### src/rtl/featcfg_pkg.sv
package featcfg_pkg;
  typedef enum logic [1:0] {
    ACC_NONE = 2'd0,
    ACC_CAP  = 2'd1,
    ACC_MODE = 2'd2
  } acc_kind_e;
endpackage

### src/rtl/featcfg_decode.sv
module featcfg_decode
  import featcfg_pkg::*;
#(
  parameter int             AW       = 8,
  parameter logic [AW-1:0]  CAP_OFS  = '0,
  parameter logic [AW-1:0]  MODE_OFS = '0,
  parameter bit             PRESENT  = 1'b1
) (
  input  logic [AW-1:0] addr_i,
  output acc_kind_e     kind_o
);
  generate
    if (PRESENT) begin : g_mapped
      always_comb begin
        if (addr_i == CAP_OFS)       kind_o = ACC_CAP;
        else if (addr_i == MODE_OFS) kind_o = ACC_MODE;
        else                         kind_o = ACC_NONE;
      end
    end else begin : g_unmapped
      logic unused_addr;
      assign unused_addr = ^addr_i;
      assign kind_o      = ACC_NONE;
    end
  endgenerate
endmodule

### src/rtl/featcfg_cap_latch.sv
module featcfg_cap_latch #(
  parameter int DW           = 32,
  parameter int MARK_BIT     = 0,
  parameter bit PRESENT      = 1'b1
) (
  input  logic          clk_i,
  input  logic          rst_ni,
  input  logic [DW-1:0] cfg_i,
  output logic [DW-1:0] cap_o
);
  localparam logic [DW-1:0] ONE_W    = {{(DW-1){1'b0}}, 1'b1};
  localparam logic [DW-1:0] MARK_MSK = PRESENT ? (ONE_W << MARK_BIT) : '0;

  logic          taken_q, taken_d;
  logic [DW-1:0] word_q, word_d;
  logic [DW-1:0] raw;

  assign raw = cfg_i | MARK_MSK;

  always_comb begin
    taken_d = 1'b1;
    word_d  = taken_q ? word_q : raw;
  end

  always_ff @(posedge clk_i or negedge rst_ni) begin
    if (!rst_ni) begin
      taken_q <= 1'b0;
      word_q  <= '0;
    end else begin
      taken_q <= taken_d;
      word_q  <= word_d;
    end
  end

  assign cap_o = taken_q ? word_q : raw;
endmodule

### src/rtl/featcfg_guard.sv
module featcfg_guard
  import featcfg_pkg::*;
#(
  parameter int DW      = 32,
  parameter int EN_BIT  = 1
) (
  input  logic          valid_i,
  input  logic          write_i,
  input  acc_kind_e     kind_i,
  input  logic [DW-1:0] wdata_i,
  input  logic [DW-1:0] cap_i,
  input  logic [DW-1:0] mode_q_i,
  output logic          err_o,
  output logic [DW-1:0] rdata_o,
  output logic          mode_we_o,
  output logic [DW-1:0] mode_d_o
);
  logic locked;
  assign locked = mode_q_i[EN_BIT];

  always_comb begin
    err_o     = 1'b0;
    rdata_o   = '0;
    mode_we_o = 1'b0;
    mode_d_o  = wdata_i & cap_i;
    if (valid_i) begin
      unique case (kind_i)
        ACC_CAP: begin
          if (write_i) err_o   = 1'b1;
          else         rdata_o = cap_i;
        end
        ACC_MODE: begin
          if (write_i) begin
            if (locked && (wdata_i != '0)) err_o     = 1'b1;
            else                           mode_we_o = 1'b1;
          end else begin
            rdata_o = mode_q_i;
          end
        end
        default: err_o = 1'b1;
      endcase
    end
  end
endmodule

### src/rtl/featcfg_reg.sv
module featcfg_reg
  import featcfg_pkg::*;
#(
  parameter int            DW         = 32,
  parameter int            AW         = 8,
  parameter bit            EXT_PRESENT = 1'b1,
  parameter logic [AW-1:0] CAP_OFS    = 8'h00,
  parameter logic [AW-1:0] MODE_OFS   = 8'h04,
  parameter int            MARK_BIT   = 0,
  parameter int            EN_BIT     = 1,
  parameter int            ENC_BIT    = 2
) (
  input  logic          clk_i,
  input  logic          rst_ni,
  input  logic [DW-1:0] feat_cfg_i,
  input  logic          req_valid_i,
  input  logic          req_write_i,
  input  logic [AW-1:0] req_addr_i,
  input  logic [DW-1:0] req_wdata_i,
  output logic          rsp_valid_o,
  output logic          rsp_err_o,
  output logic [DW-1:0] rsp_rdata_o,
  output logic          mode_enable_o,
  output logic          mode_core_encode_o
);
  acc_kind_e     kind;
  logic [DW-1:0] cap_word;
  logic [DW-1:0] mode_q, mode_d, mode_wval;
  logic          mode_we;
  logic          err_c;
  logic [DW-1:0] rdata_c;
  logic          rsp_v_q, rsp_e_q;
  logic [DW-1:0] rsp_d_q;

  featcfg_decode #(
    .AW(AW), .CAP_OFS(CAP_OFS), .MODE_OFS(MODE_OFS), .PRESENT(EXT_PRESENT)
  ) u_decode (
    .addr_i (req_addr_i),
    .kind_o (kind)
  );

  featcfg_cap_latch #(
    .DW(DW), .MARK_BIT(MARK_BIT), .PRESENT(EXT_PRESENT)
  ) u_cap (
    .clk_i  (clk_i),
    .rst_ni (rst_ni),
    .cfg_i  (feat_cfg_i),
    .cap_o  (cap_word)
  );

  featcfg_guard #(
    .DW(DW), .EN_BIT(EN_BIT)
  ) u_guard (
    .valid_i   (req_valid_i),
    .write_i   (req_write_i),
    .kind_i    (kind),
    .wdata_i   (req_wdata_i),
    .cap_i     (cap_word),
    .mode_q_i  (mode_q),
    .err_o     (err_c),
    .rdata_o   (rdata_c),
    .mode_we_o (mode_we),
    .mode_d_o  (mode_wval)
  );

  always_comb begin
    mode_d = mode_q;
    if (mode_we) mode_d = mode_wval;
  end

  always_ff @(posedge clk_i or negedge rst_ni) begin
    if (!rst_ni) begin
      mode_q  <= '0;
      rsp_v_q <= 1'b0;
      rsp_e_q <= 1'b0;
      rsp_d_q <= '0;
    end else begin
      mode_q  <= mode_d;
      rsp_v_q <= req_valid_i;
      rsp_e_q <= err_c;
      rsp_d_q <= rdata_c;
    end
  end

  assign rsp_valid_o        = rsp_v_q;
  assign rsp_err_o          = rsp_e_q;
  assign rsp_rdata_o        = rsp_d_q;
  assign mode_enable_o      = EXT_PRESENT ? mode_q[EN_BIT] : 1'b1;
  assign mode_core_encode_o = mode_q[ENC_BIT];
endmodule

### config.mk
export PLATFORM = sky130hd
export DESIGN_NAME = featcfg_reg
export DESIGN_NICKNAME = d
export VERILOG_FILES = /design/src/rtl/featcfg_pkg.sv /design/src/rtl/featcfg_decode.sv /design/src/rtl/featcfg_cap_latch.sv /design/src/rtl/featcfg_guard.sv /design/src/rtl/featcfg_reg.sv
export SDC_FILE = /design/constraint.sdc
export NUM_CORES = 1
export LEC_CHECK = 0
export CAP_MARGIN = 20
export CORE_MARGIN = 3
export CORE_UTILIZATION = 45
export CTS_BUF_LIST = sky130_fd_sc_hd__clkbuf_4 sky130_fd_sc_hd__clkbuf_8
export CTS_CLUSTER_DIAMETER = 50
export DETAILED_ROUTE_END_ITERATION = 16
export GPL_ROUTABILITY_DRIVEN = 1
export MAX_ROUTING_LAYER = met4
export PLACE_DENSITY = 0.76
export SLEW_MARGIN = 10
export SYNTH_ARGS = -nofsm -noshare
export SYNTH_HDL_FRONTEND = slang
export SYNTH_SLANG_ARGS = --single-unit
### constraint.sdc
create_clock -name clk_i -period 1.85 [get_ports clk_i]
set_input_delay 0.2775 -clock clk_i [delete_from_list [all_inputs] [get_ports clk_i]]
set_output_delay 0.2775 -clock clk_i [all_outputs]
set_load 0.01 [all_outputs]
After elaboration in Yosys (flattened, before gate mapping)
Index checks and enable logic that the tools add are counted.
Widths: inputs -> output; s select.
{ "totals": {"ff_bits": 99, "latch_bits": 0, "mem_bits_rw": 0, "mem_bits_ro": 0, "inputBits": 76, "out_inout_bits": 36, "word_cells": 29, "memories": 0} }
{ "classes": {"addsub": 0, "mul": 0, "div_mod_pow": 0, "n_lt_le_gt_ge": 0, "n_eq_ne": 3, "n_shift": 0, "n_mux": 16, "bitwise_logic": 1, "n_reduce_logical": 3} }
{ "op_table": {"columns": ["operator", "n"], "rows": [
  ["$mux 32", 4],
  ["$pmux 32 s2", 1],
  ["$and 32x32->32", 1],
  ["$reduce_bool 32->1", 1],
  ["$eq 8x3->1 const B", 1],
  ["$logic_not 8->1", 1],
  ["$mux 1", 8],
  ["$mux 2", 2],
  ["$eq 2x1->1 const B", 1],
  ["$eq 2x2->1 const B", 1],
  ["$pmux 1 s2", 1],
  ["$logic_and 1x1->1", 1]
]} }

Depth between registers and ports, before layout
{ "depth": {"ltp_word": 6, "depth_mapped": 7, "ltp_nobuf": 5} }

Hierarchy
Synthesis repeated with hierarchy kept, for this count alone.
{ "unflattened": {"hier_cells": 306, "area_unflattened_um2": 4371.7} }
{ "modules_own_cells": {"columns": ["mod", "n_inst", "cells_each", "area_each_um2"], "rows": [
  ["featcfg_reg", 1, 102, 2195.9],
  ["featcfg_cap_latch", 1, 70, 1365.1],
  ["featcfg_guard", 1, 129, 769.5],
  ["featcfg_decode", 1, 5, 41.3]
]} }

Worst setup path after synthesis
Ideal clock, no wire load.
{ "synth_timing": {"path_type": "input to register", "start": "in req_addr_i[5]", "end": "reg mode_q[0]", "t_arrival_ns": 1.494, "t_required_ns": 1.774, "path_slack_ns": 0.280, "stages": 7, "n_path_buf": 2, "cell_sequence": "nor4_4 -> nand3_1 -> or2_1 -> buf_6 -> or2_4 -> buf_6 -> o21ai_1"} }
{ "synth_via": {"elab_chain_len": 6, "elab_cells_between_ends": 7, "classes_between": "eq/ne: 2; mux: 4; reduce/logical: 1"} }
{ "synth_rtl": {"columns": ["element", "line_no", "text"], "rows": [
  ["start, declared", "featcfg_reg.sv:18", "input logic [AW-1:0] req_addr_i,"],
  ["$eq 8x3->1", "featcfg_decode.sv:16", "else if (addr_i == MODE_OFS) kind_o = ACC_MODE;"],
  ["$mux 2", "featcfg_decode.sv:16", null],
  ["$mux 2 (*)", "featcfg_decode.sv:15", "if (addr_i == CAP_OFS) kind_o = ACC_CAP;"],
  ["$eq 2x2->1 (*)", "featcfg_guard.sv:27", "unique case (kind_i)"],
  ["$mux 1 (*)", "featcfg_guard.sv:27", null],
  ["$mux 1 (*)", "featcfg_guard.sv:26", "if (valid_i) begin"],
  ["end signal, assigned", "featcfg_reg.sv:78", "mode_q <= mode_d;"],
  ["end, declared", "featcfg_reg.sv:28", "logic [DW-1:0] mode_q, mode_d, mode_wval;"]
]} }
Every way passes the cells marked *; elsewhere a longest branch is shown, timed or not.
A chain may end at the register's enable or synchronous reset.

Worst setup path in the final report
{ "layout_timing": {"start": "in req_wdata_i[18]", "end": "reg mode_q[13]"} }
{ "layout_via": {"elab_chain_len": 6} }
{ "layout_rtl": {"columns": ["element", "line_no", "text"], "rows": [
  ["start, declared", "featcfg_reg.sv:19", "input logic [DW-1:0] req_wdata_i,"],
  ["$reduce_bool 32->1", "featcfg_guard.sv:34", "if (locked && (wdata_i != '0)) err_o = 1'b1;"],
  ["$logic_and 1x1->1", "featcfg_guard.sv:34", null],
  ["$mux 1", "featcfg_guard.sv:34", null],
  ["$mux 1", "featcfg_guard.sv:33", "if (write_i) begin"],
  ["$mux 1", "featcfg_guard.sv:27", null],
  ["$mux 1", "featcfg_guard.sv:26", null]
]} }
No other way between the ends.

==> results_dict.tcl <==
set metrics [dict create \
    finalHoldViolations 0 \
    post_drt_wl_per_cell_microns 17.7 \
    syn_avg_cell_area_sq_um 11.9 \
    met2_wirelength_mm 5.29 \
    h_tree_level_count 3 \
    synth-warning-count 0 \
    row_count 33 \
    synth_top_family_by_area "multiplexers" \
    period_share_pct 95.4 \
    synth_compound_gate_area_share_pct 8.63 \
    setup_ws_ns 0.0842 \
    worst-endpoint-required_ns 2.10 \
    period_needed_ns 1.77 \
    synth-simple-area-share_pct 9.45 \
    drt_pre_antenna_iters 4 \
    antenna-diode-count 0 \
    route.antenna.remaining_nets 0 \
    synthXorXnorAreaFrac_pct 0 \
    pin_count_of_the_biggest_net_entering_global_routing 59 \
    clock_sink_count 99 \
    holdCritPathClass "input pin to flop" \
    met3RoutedLength_microns 499 \
    maxSlewHeadroom_pct 60.8 \
    place.detailed.hpwl_mm 6.79 \
    cts_buffer_depth 2 \
    core-area_sq_mm 0.00838 \
    muxShareOfSynthArea_pct 16.6 \
    pre_cts_ws_ns -0.533 \
    total_i_o_pin_count 112 \
    die_y_microns 100 \
    dpl-instance-area_sq_mm 0.00533 \
    post-route-cell-area_sq_mm 0.00566 \
    cts_made_buffers 9 \
    netlist_area_sq_mm 0.00397 \
    startpoint_type "input pin" \
    die_w_microns 100 \
    initial_core_util_pct 47.4 \
    ys_seq_area_share_pct 62.4 \
    worst_setup_path_end_kind "flop" \
    max_slew.worst_pin.slew_ns 0.588 \
    met1Wirelength_mm 4.32 \
    route.final.wire_length_mm 10.3 \
    synthTopCellsByArea "dfrtp_1 (62%), mux2_2 (8.8%), mux2i_1 (7.8%)" \
    grt_first_pass_wirelength_mm 16.4 \
    final_net_count 546 \
    vdd.ir_drop.worst_mv 0.603 \
    detail_route.iter0.violations 86 \
    globalRouteTotalUtil_pct 21.8 \
    fin_skew_ns 0.00688 \
    cts.reportedPaths.clkPinSlew_ns 0.10 \
    tritoncts "yes" \
    clock.fmax_mhz 566 \
    largest_driver_fanout_on_the_critical_path 32 \
    nFillCells 628 \
    top_layer_used "met4" \
    clock_tree.root_cell "clkbuf_8" \
    hold_path_depth 3 \
    drive_above_1_share_pct 21.9 \
    setup_viol 0 \
    layout_overhead_on_the_synthesized_area_pct 42.6 \
    overall_die_area_sq_mm 0.00999 \
    post_synth_fa_ha_maj_area_fraction_pct 0 \
    critical_path_arrival_ns 2.02 \
    synth_top_area_share_pct 62.4 \
    final-max-slew-violation-count 0 \
    drc 0 \
    initial_antenna_violation_count 0 \
    routabilityCongestion 0.754 \
    worst-setup-path-type "input pin to flop" \
    yosys.cell_types.count 25 \
    io_buffer_count 110 \
    viasPerCell 5.28 \
    synth_top_cell_by_area "dfrtp_1" \
    areal_power_density_over_the_cells_mw_per_mm2 703 \
    clkLatencyLatePin_ns 0.36 \
    number_of_nets_produced_by_synthesis 411 \
    ys_ff_latch 99 \
    worst_r2r_path_depth 4 \
    drv.max_cap_violation_count 0 \
    cellLeakagePower_nw 2.56 \
    synthesis.instances 335 \
    gr-total-overflow 0 \
    run_status "finished clean" \
    routed-via-count 3063 \
    first_global_vias 3305 \
    utilization_pct 67.6 \
]
## where the power goes
group	leakage, nW	switching [W]	internal [W]
clock	0.0852	0.000743	0.000484
combinational	1.18	0.000223	0.000280
sequential	1.29	0.0000172	0.00223
total	2.56	0.000984	0.00300
## Yosys cell counts (all sizes together)
library cell / instances
dfrtp: 99
o21ai: 62
nand2: 35
nor2: 33
mux2: 31
mux2i: 31
clkbuf: 11
buf: 10
nor4: 9
nand4: 2
nor3: 2
or2: 2
a211oi: 1
conb: 1
inv: 1
nand2b: 1
nand3: 1
o21a: 1
o221a: 1
o22ai: 1
## layer usage
layer | track usage [%] | vias up
li1 | - | 1425
met1 | 27.6 | 1532
met2 | 35.9 | 89
met3 | 3.47 | 17
met4 | 7.25 | 0
met5 | - | -
## placed cells by master (no fill, tap or decap), drive strengths merged
master / n
dfrtp: 99
clkdlybuf4s50: 97
o21ai: 62
nand2: 35
nor2: 33
buf: 33
mux2: 31
mux2i: 31
clkbuf: 9
dlymetal6s2s: 9
nor4: 9
or2: 5
clkinv: 4
nor3: 2
nand4: 2
clkinvlp: 2
dlygate4sd2: 2
inv: 2
nand2b: 1
a211oi: 1
o21a: 1
nand3: 1
o221a: 1
o22ai: 1
dlygate4sd3: 1
conb: 1
## metrics by stage
stage	hold WS, ns	total power, W	setup TNS, ns	std cells
global route	0.232	0.00413	-0.381	580
floorplan	-0.0181	0.00249	0	335
global placement	0.199	0.00277	-17.69	559
CTS	0.343	0.00400	0	578
finish	0.219	0.00398	0	580
detailed placement	0.206	0.00279	-16.41	559
## registers in the layout (all words and copies together) (netlist names)
signal and flops:
mode_q 32, u_cap.word_q 32, rsp_err_o 1, u_cap.taken_q 1
rsp_valid_o 1, rsp_rdata_o 32
## cell families after synthesis
kind of cell,Yosys count
flops,99
simple gates,85
compound gates,66
mux,62
buf+inv,22
other cells,1
## final timing paths
path / startpoint / end / slack (ns)
max: req_wdata_i[18] / mode_q[13] / 0.08
min: req_wdata_i[26] / mode_q[26] / 0.22
max reg2reg: u_cap.taken_q / rsp_rdata_o[6] / 0.49
min reg2reg: mode_q[21] / mode_q[21] / 0.50
max in group asynchronous: rst_ni / u_cap.word_q[17] / 0.86
min in group asynchronous: rst_ni / rsp_rdata_o[4] / 0.37
## critical path: stages
cell and delay [ns]:
clkdlybuf4s50_1 0.44, nor4_1 0.34, nand4_1 0.23, o21a_4 0.28, buf_12 0.17, o21ai_0 0.16
o21ai_1 0.09
## area by class of cell
cell class	instances	area, sq um	share of cell area [%]
clock buffer	9	124	2.19
timing repair buffer	142	1390	24.5
tap	105	131	2.32
clock inverter	7	43.8	0.773
inverter	1	3.75	0.0663
sequential	99	2480	43.7
multi-input combinational	217	1500	26.5
## timing repair
item                                    CTS  global route
pin swaps                                 6             8
buffers inserted                          0             1
gates cloned                              2             1
hold endpoints to repair                 24             0
gates resized for setup                  14            49
hold buffers                              1             0
endpoints found under the setup margin   32            32
Power figures use the tool's default switching activity.
